**src/rtl/tick_pkg.sv**
```systemverilog
package tick_pkg;
    typedef enum logic [1:0] {
        CMP_OFF   = 2'd0,
        CMP_ARMED = 2'd1,
        CMP_FIRE  = 2'd2,
        CMP_SPENT = 2'd3
    } cmp_state_e;

    localparam logic [1:0] PRIV_USER  = 2'd0;
    localparam logic [1:0] PRIV_SUPER = 2'd1;
    localparam logic       SEL_COUNT  = 1'b0;
    localparam logic       SEL_CMP    = 1'b1;
endpackage

```
**src/rtl/tick_count.sv**
```systemverilog
module tick_count #(
    parameter int W = 64
) (
    input  logic             clk,
    input  logic             rst_n,
    input  logic             tick_en,
    input  logic             load,
    input  logic [W-1:0]     load_val,
    output logic [W-2:0]     cnt,
    output logic             trap
);
    localparam int VAL_W = W - 1;

    always_ff @(posedge clk) begin
        if (!rst_n) begin
            cnt  <= '0;
            trap <= 1'b1;
        end else if (load) begin
            cnt  <= load_val[VAL_W-1:0];
            trap <= load_val[W-1];
        end else if (tick_en) begin
            cnt  <= cnt + 1'b1;
        end
    end

    // one step per enabled cycle, modulo 2^63
    a_r2_advance: assert property (@(posedge clk) disable iff (!rst_n)
        $past(rst_n) && $past(tick_en) && !$past(load)
        |-> cnt == VAL_W'($past(cnt) + 1'b1));

    // no enable, no load -> nothing moves
    a_r2_hold: assert property (@(posedge clk) disable iff (!rst_n)
        $past(rst_n) && !$past(tick_en) && !$past(load)
        |-> $stable(cnt) && $stable(trap));

    // load takes the written word, tick or not
    a_r4_load: assert property (@(posedge clk) disable iff (!rst_n)
        $past(rst_n) && $past(load) |-> {trap, cnt} == $past(load_val));
endmodule

```
**src/rtl/tick_compare.sv**
```systemverilog
module tick_compare
    import tick_pkg::*;
#(
    parameter int W = 64
) (
    input  logic             clk,
    input  logic             rst_n,
    input  logic             wr,
    input  logic [W-1:0]     wr_val,
    input  logic [W-2:0]     cnt,
    output logic [W-1:0]     cmp_reg,
    output logic             irq
);
    localparam int VAL_W = W - 1;

    cmp_state_e state_q, state_d;
    logic       hit;

    assign hit = (cnt == cmp_reg[VAL_W-1:0]);

    always_comb begin
        state_d = state_q;
        if (wr) begin
            state_d = wr_val[W-1] ? CMP_OFF : CMP_ARMED;
        end else begin
            unique case (state_q)
                CMP_OFF:   state_d = CMP_OFF;
                CMP_ARMED: state_d = hit ? CMP_FIRE : CMP_ARMED;
                CMP_FIRE:  state_d = CMP_SPENT;
                CMP_SPENT: state_d = CMP_SPENT;
                default:   state_d = CMP_OFF;
            endcase
        end
    end

    always_ff @(posedge clk) begin
        if (!rst_n) begin
            state_q <= CMP_OFF;
            cmp_reg <= {1'b1, {VAL_W{1'b0}}};
        end else begin
            state_q <= state_d;
            if (wr) cmp_reg <= wr_val;
        end
    end

    always_comb begin
        irq = (state_q == CMP_FIRE);
    end

    // the pulse lasts one cycle
    a_r9_pulse: assert property (@(posedge clk) disable iff (!rst_n)
        irq |=> !irq);

    // a pulse follows a cycle where count met an enabled target
    a_r9_source: assert property (@(posedge clk) disable iff (!rst_n)
        $past(rst_n) && irq
        |-> $past(cnt) == cmp_reg[VAL_W-1:0] && !cmp_reg[W-1]);

    // disabled compare never interrupts
    a_r10_quiet: assert property (@(posedge clk) disable iff (!rst_n)
        cmp_reg[W-1] |-> !irq);

    // a disabling write cancels any pending match
    a_r10_cancel: assert property (@(posedge clk) disable iff (!rst_n)
        $past(rst_n) && $past(wr) && $past(wr_val[W-1]) |-> !irq);
endmodule

```
**src/rtl/tick_access.sv**
```systemverilog
module tick_access
    import tick_pkg::*;
(
    input  logic       sel,
    input  logic       wr,
    input  logic       rd,
    input  logic [1:0] priv,
    input  logic       trap,
    output logic       cnt_load,
    output logic       cmp_load,
    output logic       rd_block,
    output logic       f_opcode,
    output logic       f_action
);
    logic is_user, is_super, is_hyper;

    always_comb begin
        is_user  = (priv == PRIV_USER);
        is_super = (priv == PRIV_SUPER);
        is_hyper = priv[1];

        cnt_load = wr && (sel == SEL_COUNT) && is_hyper;
        cmp_load = wr && (sel == SEL_CMP) && !is_user;
        rd_block = is_user && ((sel == SEL_CMP) || trap);

        f_opcode = is_user && (wr || (rd && (sel == SEL_CMP)));
        f_action = (wr && (sel == SEL_COUNT) && is_super)
                || (rd && (sel == SEL_COUNT) && is_user && trap);
    end
endmodule

```
**src/rtl/tick_timer.sv**
```systemverilog
module tick_timer
    import tick_pkg::*;
#(
    parameter int W = 64
) (
    input  logic             clk,
    input  logic             rst_n,
    input  logic             tick_en,
    input  logic             reg_sel,
    input  logic             wr_en,
    input  logic             rd_en,
    input  logic [W-1:0]     wr_data,
    input  logic [1:0]       priv_mode,
    output logic [W-1:0]     rd_data,
    output logic             fault_priv_opcode,
    output logic             fault_priv_action,
    output logic             match_irq
);
    localparam int VAL_W = W - 1;

    logic [VAL_W-1:0] cnt;
    logic             trap;
    logic [W-1:0]     cmp_reg;
    logic             cnt_load, cmp_load, rd_block;

    tick_access u_access (
        .sel      (reg_sel),
        .wr       (wr_en),
        .rd       (rd_en),
        .priv     (priv_mode),
        .trap     (trap),
        .cnt_load (cnt_load),
        .cmp_load (cmp_load),
        .rd_block (rd_block),
        .f_opcode (fault_priv_opcode),
        .f_action (fault_priv_action)
    );

    tick_count #(.W(W)) u_count (
        .clk      (clk),
        .rst_n    (rst_n),
        .tick_en  (tick_en),
        .load     (cnt_load),
        .load_val (wr_data),
        .cnt      (cnt),
        .trap     (trap)
    );

    tick_compare #(.W(W)) u_compare (
        .clk     (clk),
        .rst_n   (rst_n),
        .wr      (cmp_load),
        .wr_val  (wr_data),
        .cnt     (cnt),
        .cmp_reg (cmp_reg),
        .irq     (match_irq)
    );

    always_comb begin
        rd_data = '0;
        if (rd_en && !rd_block) begin
            rd_data = (reg_sel == SEL_COUNT) ? {trap, cnt} : cmp_reg;
        end
    end

    // opcode faults come only from user level
    a_r5_opcode_user: assert property (@(posedge clk) disable iff (!rst_n)
        fault_priv_opcode |-> priv_mode == PRIV_USER);

    // user compare write leaves the compare register alone
    a_r8_cmp_kept: assert property (@(posedge clk) disable iff (!rst_n)
        $past(rst_n) && $past(wr_en && reg_sel == SEL_CMP && priv_mode == PRIV_USER)
        |-> $stable(cmp_reg));

    // a refused user counter read returns zero
    a_r6_zero: assert property (@(posedge clk) disable iff (!rst_n)
        fault_priv_action && rd_en && reg_sel == SEL_COUNT && priv_mode == PRIV_USER
        |-> rd_data == '0);

    // idle read port drives zero
    a_r11_idle: assert property (@(posedge clk) disable iff (!rst_n)
        !rd_en |-> rd_data == '0);
endmodule

```
**config.mk**
```make
export PLATFORM = sky130hd
export DESIGN_NAME = tick_timer
export DESIGN_NICKNAME = d
export VERILOG_FILES = /design/src/rtl/tick_pkg.sv /design/src/rtl/tick_count.sv /design/src/rtl/tick_compare.sv /design/src/rtl/tick_access.sv /design/src/rtl/tick_timer.sv
export SDC_FILE = /design/constraint.sdc
export NUM_CORES = 1
export LEC_CHECK = 0
export ABC_AREA = 1
export BUFFER_PORTS_ARGS = -buffer_cell sky130_fd_sc_hd__clkbuf_2
export CELL_PAD_IN_SITES_DETAIL_PLACEMENT = 1
export CELL_PAD_IN_SITES_GLOBAL_PLACEMENT = 1
export CORE_ASPECT_RATIO = 0.6
export CORE_MARGIN = 1.5
export CORE_UTILIZATION = 25
export DETAILED_ROUTE_END_ITERATION = 8
export GPL_TIMING_DRIVEN = 0
export PLACE_DENSITY_LB_ADDON = 0.3
export REMOVE_ABC_BUFFERS = 1
export SKIP_LAST_GASP = 1
export SYNTH_ARGS = -nofsm -noshare
export SYNTH_HDL_FRONTEND = slang
export SYNTH_SLANG_ARGS = --single-unit
```
**constraint.sdc**
```tcl
create_clock -name clk -period 2.4 [get_ports clk]
set_input_delay 0.36 -clock clk [delete_from_list [all_inputs] [get_ports clk]]
set_output_delay 0.36 -clock clk [all_outputs]
set_load 0.02 [all_outputs]
```
==> results of run 1 <==
-- critical path, delay by kind of cell --
| kind | cells | cell delay, ps |
|---|---|---|
| and+or+nand+nor | 3 | 780 |
| AOI/OAI and AO/OA | 3 | 340 |
| buffers and inverters | 3 | 1100 |
-- cell families after synthesis --
family	Yosys count
and+or+nand+nor	843
buffers and inverters	274
AOI/OAI and AO/OA	271
DFF	130
xor gates and xnor gates	30
adders and majority gates	1
-- cell usage in the layout (no fill, tap or decap), types with 2 or more instances in the layout --
cell type and instances:
xor2_1 29, nor3_2 7, inv_2 6, clkinvlp_4 6, inv_4 2, nand4_1 13, clkinv_4 3, a21oi_1 116
nand2_2 7, buf_12 4, bufinv_16 5, nor3_1 22, clkinv_8 2, clkbuf_16 18, nand3_1 23, clkinv_2 2
nand3_2 5, dfxtp_1 129, inv_1 205, o211ai_1 2, nor2_2 6, o21ai_1 2, o22ai_1 81, clkbuf_2 137
nand2_1 455, nor2_4 5, nand2_4 3, nor2_1 295, a31oi_1 18, o21ai_0 48
-- final cells by class --
type                    instances  area (µm²)  area share
clock inverters                13         209      0.0194
repair buffers                144         826      0.0767
multi-input cells            1146        5240       0.487
clock buffers                  19         443      0.0412
inverters                     218         856      0.0795
flip-flops and latches        130        2600       0.242
well taps                     459         574      0.0534
repair inverters                1        7.51    0.000698
-- per-layer routing --
layer | vias up | GRT usage
li1 | 5121 | -
met1 | 4947 | 0.349
met2 | 271 | 0.303
met3 | 23 | 0.0359
met4 | 0 | 0.0407
met5 | - | 0
-- repair_timing --
| action | 4_1_cts | 5_1_grt |
|---|---|---|
| gates cloned | 0 | 2 |
| buffers inserted | 1 | 1 |
| setup endpoints to repair | 189 | 126 |
| pin swaps | 1 | 1 |
| resized for setup | 15 | 16 |
-- metrics by stage --
step,total power [µW],hold WS [ps],util,TNS (ps)
after floorplan,2880,441,-,-32950
after global placement,3260,465,0.288,-694510
after detailed placement,3300,476,0.292,-186970
after CTS,6330,110,0.313,-437
after global routing,6570,119,0.315,-1310
final,6300,124,0.315,0
-- worst max-delay path by stage --
stage | endpoint | start
after global routing | u_count.cnt[4] | reg_sel
after CTS | u_count.cnt[4] | reg_sel
final | u_count.cnt[4] | reg_sel
after global placement | u_count.cnt[4] | reg_sel
after detailed placement | u_count.cnt[4] | reg_sel
after floorplan | u_count.cnt[4] | reg_sel
-- where the power goes --
part           switching, µW  total [µW]  internal (µW)
clock network           1150        3020           1870
registers                104        2360           2250
logic                    647         932            285
total                   1900        6300           4410
==> summary.md, run 1 <==
| Metric | Value |
|---|---|
| Max incr delay on CP | 410 ps |
| Routability cong. | 0.895 |
| Sink Count | 130 |
| Post-route DRC | 0 |
| Final hold vios | 0 |
| Max reg flops | 64 |
| Met3 WL | 2.34 mm |
| Diode count | 0 |
| Die area | 36,400 µm² |
| Post-synthesis cell type count | 33 |
| Startpoint types | input port |
| Synth Flop Type | dfxtp_1 |
| Register area share after synthesis | 0.296 |
| Met2 Wirelength | about 16 mm |
| FF-to-FF End | u_count.cnt[57] |
| Worst path cell trace | clkbuf_16 > clkinvlp_4 > nand3_4 > nand2_2 > clkinv_8 > o21ai_0 > a21oi_1 > a221oi_1 > nor2_1 |
| Leading cell types by count after synthesis | nand2_1, nor2_1, inv_1 |
| Max Used Layer | met4 |
| Synth Register Bits | 130 |
| Final instance area | ~11,000 µm² |
| Post-synth top area cell | dfxtp_1 |
| IO Port Bufs | approximately 140 |
| Avg Vias per Cell | 4.86 |
| Slew @ Worst Pin | approximately 890 ps |
| RSZ-0062 raised after global routing | yes |
| Final period util | 0.978 |
| Hold Crit Class | in -> reg |
| Antenna violations before repair | 0 |
| Share of the synthesized area in the top cell type | 0.296 |
| Syn_area_per_cell | approximately 5.7 µm² |
| DRT Wirelength | around 40 mm |
| Post-synthesis xor/xnor area fraction | 0.0298 |
| DPL Wire Length | ~30 mm |
| Depth of the CTS H-tree | 4 |
| Final Skew | between 8 and 9 ps |
| Min-delay src | wr_data[16] |
| Setup slack, reg-to-reg | ~90 ps |
| Worst endpoint data arrival time | around 2700 ps |
| Mux share of post-synthesis cell area | 0 |
| DRT Pass-1 Iters | 5 |
| Synth area leaders | dfxtp_1, nand2_1, nor2_1 |
| Placed cells | 2,094 |
| Core area | approximately 34,000 µm² |
| Die height | ~150 µm |
| Post-route ant nets | 0 |
| Detailed-route via count | slightly above 10,000 |
| Post-synth EDFFs | 0 |
| CP endpoint kind | register |
| Largest net degree at the start of global routing | roughly 130 |
| CTS Buf Count | 17 |
| Static Leak | about 0.0044 µW |
| Post-synth ARST share | 0 |
| Synth warn | 0 |
| Critical path's slowest cell | clkinvlp_4 |
| Worst Reg-to-Reg Cells | 9 |
| Vias in the first global route | between 10,000 and 15,000 |
| Result of the run | complete, no violations |
| I/O pins | between 100 and 150 |
| Final setup fails | 0 |
| DRT iter0 DRCs | between 600 and 700 |
| Max_slew headroom | 0.409 |
| Fmax | 0.426 GHz |
| Peak supply drop | a little over 0.5 mV |
| Cell with the most instances after synthesis | nand2_1 |
| CP Class | in -> reg |
| Filler Cells Inserted | 4,510 |
| Post-route insts no fill | ~2,100 |
| Count of final max-slew check failures | 0 |
| Routed length on met1 | 21.8 mm |
| End of the worst hold path | u_compare.cmp_reg[16] |
| MaxCap Viol Count | 0 |
| Root buffer cell | clkbuf_16 |
| Tot GR Track Use | 0.219 |
| Synth Cell Area | about 8800 µm² |
| Starting density of the core | 0.258 |
| Largest family of logic cells by synthesized area | simple AND/OR/NAND/NOR gates |
| PD cells | slightly below 600 nW/µm² |
| CP required | about 2800 ps |
| Post-Synth Simple-Gate Area | 0.385 |
| Critical Path Fanout Max | about 130 |
| Wire per inst | between 15 and 20 µm |
| Global-route wire length before repair | approximately 61 mm |
| CTS Buffer Depth | 2 |
| Worst r2r src | u_count.cnt[38] |
| Share of post-route cells with drive strength above 1 | 0.135 |
| Area grow syn2layout | 22.2% |
| Area after DPL | 9960 µm² |
| Mapped Cells | between 1,500 and 2,000 |
| Clk slew on worst S/H paths | 60 ps |
| Horiz. Die Dim | 245 µm |
| TritonCTS clock tree | yes |
| Worst hold stages | 3 |
| Final worst-path setup slack | 51.6 ps |
| Dpl ws | -1720 ps |
| Num rows | 52 |
| Synth Area in Compound Gates | 0.171 |
| Worst skew pair latency | 460 ps |
| Post-Synth Adder-Cell Area | 0.00142 |
| Min Tclk post-route | ~2300 ps |
| Aggregate global routing overflow | 0 |
| Post-CTS Hold Fix Bufs | 0 |
| Final #Nets | ~1,700 |
Power figures use the tool's default switching activity.
==> run 2, diff against run 1 <==
CAP_MARGIN = 20   (was default)
REMOVE_ABC_BUFFERS = default   (was 1)
TNS_END_PERCENT = 10   (was default)
==> summary.md, run 2 (synthesis results as in run 1) <==
| Metric | Value |
|---|---|
| Result of the run | complete, no violations |
| Max_slew headroom | 0.384 |
| Slew @ Worst Pin | a little over 900 ps |
| TritonCTS clock tree | yes |
| Antenna violations before repair | 0 |
| Starting density of the core | 0.258 |
| Total power | around 6200 µW |
| Post-route DRC | 0 |
| Filler Cells Inserted | 4,619 |
| Met2 GRT Util | 0.322 |
| Worst endpoint data arrival time | between 2000 and 3000 ps |
| Depth of the CTS H-tree | 4 |
| CP endpoint kind | register |
| Worst hold stages | 3 |
| Aggregate global routing overflow | 0 |
| CP Depth | 9 |
| Hold Crit Class | in -> reg |
| IO Port Bufs | between 100 and 150 |
| Most frequent cells in the layout | nand2_1, nor2_1, inv_1, clkbuf_2, dfxtp_1 |
| Worst skew pair latency | ~450 ps |
| Mapped Nets | 1,622 |
| Total negative slack | 0 ps |
| Met3 Use GR | 0.0410 |
| Largest net degree at the start of global routing | 17 |
| Core area | roughly 34,000 µm² |
| Diode count | 0 |
| Num rows | 52 |
| RSZ-0062 raised after global routing | yes |
| Commonest non-fill, non-tap cell in the layout | nand2_1 |
| Startpoint types | register |
| Detailed-route via count | about 11,000 |
| GR peak layer | met1 |
| DRT iter0 DRCs | between 900 and 1,000 |
| Die height | about 150 µm |
| Die area | about 36,000 µm² |
| Tot GR Track Use | 0.236 |
| Max reg flops | between 60 and 70 |
| Multi-input combinational cell area | 5180 µm² |
| Final period util | 0.994 |
| Final hold vios | 0 |
| Most frequent CP cell | nand3_2 |
| Max incr delay on CP | about 470 ps |
| Min Tclk post-route | about 2400 ps |
| I/O pins | between 100 and 150 |
| M1 GR Usage | 0.376 |
| CTS Buffer Depth | 2 |
| DPL Wire Length | between 30 and 40 mm |
| Worst Reg-to-Reg Cells | 9 |
| Count of final max-slew check failures | 0 |
| Wire per inst | between 15 and 20 µm |
| Global-route wire length before repair | around 64 mm |
| Vias in the first global route | around 11,000 |
| Final setup fails | 0 |
| Worst path cell trace | ha_2 > nand3_2 > inv_2 > nand3_2 > nor2_4 > buf_4 > a21oi_1 > o21ai_0 > a31oi_1 |
| Fmax | between 0.4 and 0.5 GHz |
| Area grow syn2layout | 22.2% |
| Horiz. Die Dim | approximately 250 µm |
| Root buffer cell | clkbuf_16 |
| Dpl ws | -400 ps |
| Clk slew on worst S/H paths | 60 ps |
| FF/Latch Area | 2600 µm² |
| Share of post-route cells with drive strength above 1 | 0.129 |
| DRT Pass-1 Iters | 5 |
| WP buf/inv | 2 |
| CTS Buf Count | 17 |
| CP top delay family | simple AND/OR/NAND/NOR gates |
| Avg Vias per Cell | slightly below 5 |
| Final #Nets | 1,783 |
| Routability cong. | 0.920 |
| Final worst-path setup slack | around 15 ps |
| CP required | between 2000 and 3000 ps |
| MaxCap Viol Count | 0 |
| Peak supply drop | 0.489 mV |
| Final Skew | between 10 and 15 ps |
| CP Class | reg -> reg |
| Critical Path Fanout Max | 7 |
| Sink Count | 130 |
| PD cells | roughly 580 nW/µm² |
| DRT Wirelength | 42.6 mm |
| Post-route ant nets | 0 |
| Critical path's slowest cell | dfxtp_1 |
| Static Leak | 0.00444 µW |
run 2: cell type report:
cell class / instances / area share
multi-input combinational: 1145 / 0.482
sequential: 130 / 0.242
inverter: 218 / 0.0761
timing repair buffer: 142 / 0.0670
tap: 459 / 0.0534
clock buffer: 24 / 0.0448
buffer: 56 / 0.0213
clock inverter: 8 / 0.0140
run 2: metrics by stage:
stage	utilization	instances	instance area (µm²)	hold WS (ps)
finish	0.315	2182	10800	142
global route	0.315	2182	10800	144
CTS	0.314	2179	10700	115
detailed placement	0.295	2146	10100	473
global placement	0.295	2146	10100	460
floorplan	-	1549	8810	441
run 2: what timing repair did:
item | 4_1_cts | 5_1_grt
gates resized for setup | 8 | 7
hold endpoints to repair | 0 | 0
buffers inserted | 1 | 3
pin swaps | 1 | 1
setup endpoints to repair | 71 | 54
hold buffers | 0 | 0
run 2: worst reg2reg max path: stages (launching register included):
cell and delay, ps:
dfxtp_1 470, ha_2 370, nand3_2 230, inv_2 210, nand3_2 140, nor2_4 210
buf_4 170, a21oi_1 60, o21ai_0 260, a31oi_1 120
run 2: worst paths after layout:
kind,startpoint,end,slack [ps]
setup reg to reg,u_count.cnt[0],u_count.cnt[22],10
setup / recovery,u_count.cnt[0],u_count.cnt[22],10
hold / removal,wr_data[5],u_compare.cmp_reg[5],140
hold reg to reg,u_compare.cmp_reg[63],u_compare.cmp_reg[63],490
run 2: per-layer routing:
metal / up-vias / part of all wire
met2: 333 / 0.38
met3: 19 / 0.079
met5: - / 0
li1: 5223 / -
met1: 5258 / 0.53
met4: 0 / 0.0081
run 2: report_power, final:
part           leakage [µW]  internal (µW)  total, µW  switching [µW]
clock network      0.000305           1820       2910            1090
registers           0.00106           2250       2350             102
logic               0.00308            283        960             676
==> run 3, diff against run 2 <==
ABC_AREA = 0   (was 1)
==> summary.md, run 3 <==
| Metric | Value |
|---|---|
| Setup slack, reg-to-reg | 40 ps |
| Mapped Nets | slightly above 1,000 |
| CTS Buffer Depth | 2 |
| Die height | between 100 and 150 µm |
| Routability cong. | roughly 0.90 |
| Slew @ Worst Pin | between 900 and 1000 ps |
| DPL Wire Length | between 20 and 30 mm |
| Internal power | roughly 4000 µW |
| Post-CTS Hold Fix Bufs | 0 |
| Min-delay src | wr_data[55] |
| Avg Vias per Cell | 4.91 |
| Critical path's slowest cell | clkbuf_4 |
| Post-synth top area cell | dfxtp_1 |
| Area grow syn2layout | 25.6% |
| Post-synthesis cell type count | 45 |
| Min Tclk post-route | 2450 ps |
| Synth Cell Area | 7430 µm² |
| Hold Crit Class | in -> reg |
| Vias in the first global route | around 7,300 |
| Depth of the CTS H-tree | 4 |
| Final #Nets | ~1,200 |
| Post-synth ARST share | 0 |
| Global-route wire length before repair | 47.7 mm |
| Detailed-route via count | ~7,500 |
| Horiz. Die Dim | between 200 and 250 µm |
| Switching pwr | between 1500 and 2000 µW |
| Critical Path Fanout Max | 10 |
| Most frequent cells in the layout | nand2_1, clkbuf_2, dfxtp_1, nor2_1, xnor2_1 |
| Startpoint types | input port |
| Share of post-route cells with drive strength above 1 | 0.190 |
| Result of the run | finished, violations left |
| CP Class | in -> out |
| End of the worst hold path | u_compare.cmp_reg[55] |
| DRT iter0 DRCs | ~660 |
| Final hold vios | 0 |
| PD cells | around 610 nW/µm² |
| Starting density of the core | 0.256 |
| Max incr delay on CP | approximately 360 ps |
| Register area share after synthesis | 0.350 |
| Clk slew on worst S/H paths | approximately 50 ps |
| Final setup fails | 3 |
| Wire per inst | between 20 and 25 µm |
| Max_slew headroom | 0.373 |
| Total negative slack | -114 ps |
| Worst endpoint data arrival time | between 2000 and 2500 ps |
| Worst path cell trace | clkbuf_1 > clkbuf_4 > buf_2 > a21oi_1 > nor3_1 > clkbuf_2 |
| Commonest non-fill, non-tap cell in the layout | nand2_1 |
| Num rows | 48 |
| Worst r2r src | u_count.cnt[23] |
| FF-to-FF End | u_count.cnt[51] |
| CP required | 2040 ps |
| Syn_area_per_cell | slightly below 8 µm² |
| Max reg flops | between 60 and 70 |
| Mapped Cells | slightly below 1,000 |
| Synth warn | 0 |
| Worst hold slack | ~160 ps |
| CTS Buf Count | 17 |
| IO Port Bufs | 135 |
| Post-route DRC | 0 |
| Post-route ant nets | 0 |
| Final worst-path setup slack | -54.3 ps |
| CP top delay family | buffers and inverters |
| Core area | 29,000 µm² |
| CP endpoint kind | output port |
| Sink Count | 130 |
| Post-synth EDFFs | 0 |
| Final Skew | 12.5 ps |
| DRT Pass-1 Iters | 5 |
| MaxCap Viol Count | 0 |
| Synth area leaders | dfxtp_1, xnor2_1, mux2i_1 |
| Peak supply drop | 0.348 mV |
| Aggregate global routing overflow | 0 |
| Comb pwr share | 0.164 |
| Root buffer cell | clkbuf_16 |
| Reg power frac | 0.421 |
| Failing checks | negative setup slack |
| Clock power share | 0.416 |
| Synth Flop Type | dfxtp_1 |
| I/O pins | around 140 |
| Tot GR Track Use | 0.215 |
| RSZ-0062 raised after global routing | yes |
| Final period util | 1.02 |
| Switching Fraction | 0.298 |
| Die area | 30,800 µm² |
| Worst hold stages | 3 |
| Leading cell types by count after synthesis | nand2_1, dfxtp_1, nor2_1 |
| TritonCTS clock tree | yes |
| Cell with the most instances after synthesis | nand2_1 |
| Static Leak | approximately 0.0035 µW |
| Count of final max-slew check failures | 0 |
| Share of the synthesized area in the top cell type | 0.350 |
| Worst Reg-to-Reg Cells | 6 |
| WP buf/inv | 4 |
| Worst skew pair latency | 440 ps |
| DRT Wirelength | approximately 33 mm |
| Synth Register Bits | 130 |
| Fmax | approximately 0.41 GHz |
| Antenna violations before repair | 0 |
| Largest net degree at the start of global routing | 17 |
## run 3: cell count changes in the layout (fill, tap and decap cells not counted), sizes merged, moves of 25 or more
cell / previous run / this run
xnor2: 1 / 103
mux2i: 0 / 65
inv: 216 / 10
a211oi: 0 / 25
nor2: 306 / 111
nand2: 465 / 156
o22ai: 81 / 0
## run 3: worst min-delay path: cells and delay by family
kind	cells	cell delay (ps)
AOI/OAI and AO/OA	1	50
and+or+nand+nor	1	50
buffers and inverters	1	90
## run 3: area by class of cell
cell class,instances,area [µm²]
well taps,400,500
diodes,1,2.50
fillers,3574,19700
inverters,10,37.5
clock buffers,24,492
plain buffers,74,313
repair buffers,149,785
clock inverters,1,5.00
multi-input cells,746,4600
flip-flops and latches,130,2600
## run 3: per-layer routing
metal,up-vias,GRT usage,part of all wire
li1,3615,-,-
met1,3679,0.332,0.53
met2,229,0.292,0.40
met3,17,0.0492,0.067
met4,0,0.0518,0.010
met5,-,0,0
## run 3: logic make-up (layout without fill, tap and decap cells)
| kind of cell | after synthesis | after routing | synth area share |
|---|---|---|---|
| buf+inv | 85 | 258 | 0.0448 |
| other cells | 0 | 1 | 0 |
| fa+ha+maj | 1 | 1 | 0.00168 |
| flops | 130 | 130 | 0.350 |
| simple gates | 385 | 385 | 0.243 |
| mux | 65 | 65 | 0.0875 |
| compound gates | 174 | 174 | 0.130 |
| xor+xnor | 121 | 121 | 0.143 |
## run 3: power by group through the flow
stage          Clock (µW)  Combinational (µW)  Sequential, µW
6_report             2350                 927            2380
4_1_cts              2390                 915            2380
5_1_grt              2490                1000            2400
2_1_floorplan           0                 531            2390
3_5_place_dp            0                 906            2420
3_3_place_gp            0                 893            2420
## run 3: timing repair
action,in CTS,in global routing
setup buffers,3,9
gates resized for setup,16,16
pin swaps,2,6
gates cloned,0,0
endpoints found under the setup margin,92,83
## run 3: how the worst max path moves through the flow
stage            startpoint                 to  cells after the start
2_1_floorplan       reg_sel  fault_priv_opcode                      5
3_3_place_gp        reg_sel        rd_data[21]                      6
3_5_place_dp        reg_sel        rd_data[29]                      6
4_1_cts        u_count.trap        rd_data[28]                      5
5_1_grt             reg_sel        rd_data[21]                      5
6_report            reg_sel  fault_priv_opcode                      6
## run 3: stage by stage
stage                     setup slack [ps]  std cells  total power (µW)   util  area, µm²
final                                -54.3       1535              5660  0.322       9340
after global routing                  -105       1534              5880  0.322       9340
after CTS                             -152       1525              5680  0.317       9190
after detailed placement              -688       1497              3330  0.297       8630
after global placement               -1170       1496              3310  0.297       8610
after floorplan                       51.4        961              2920      -       7430
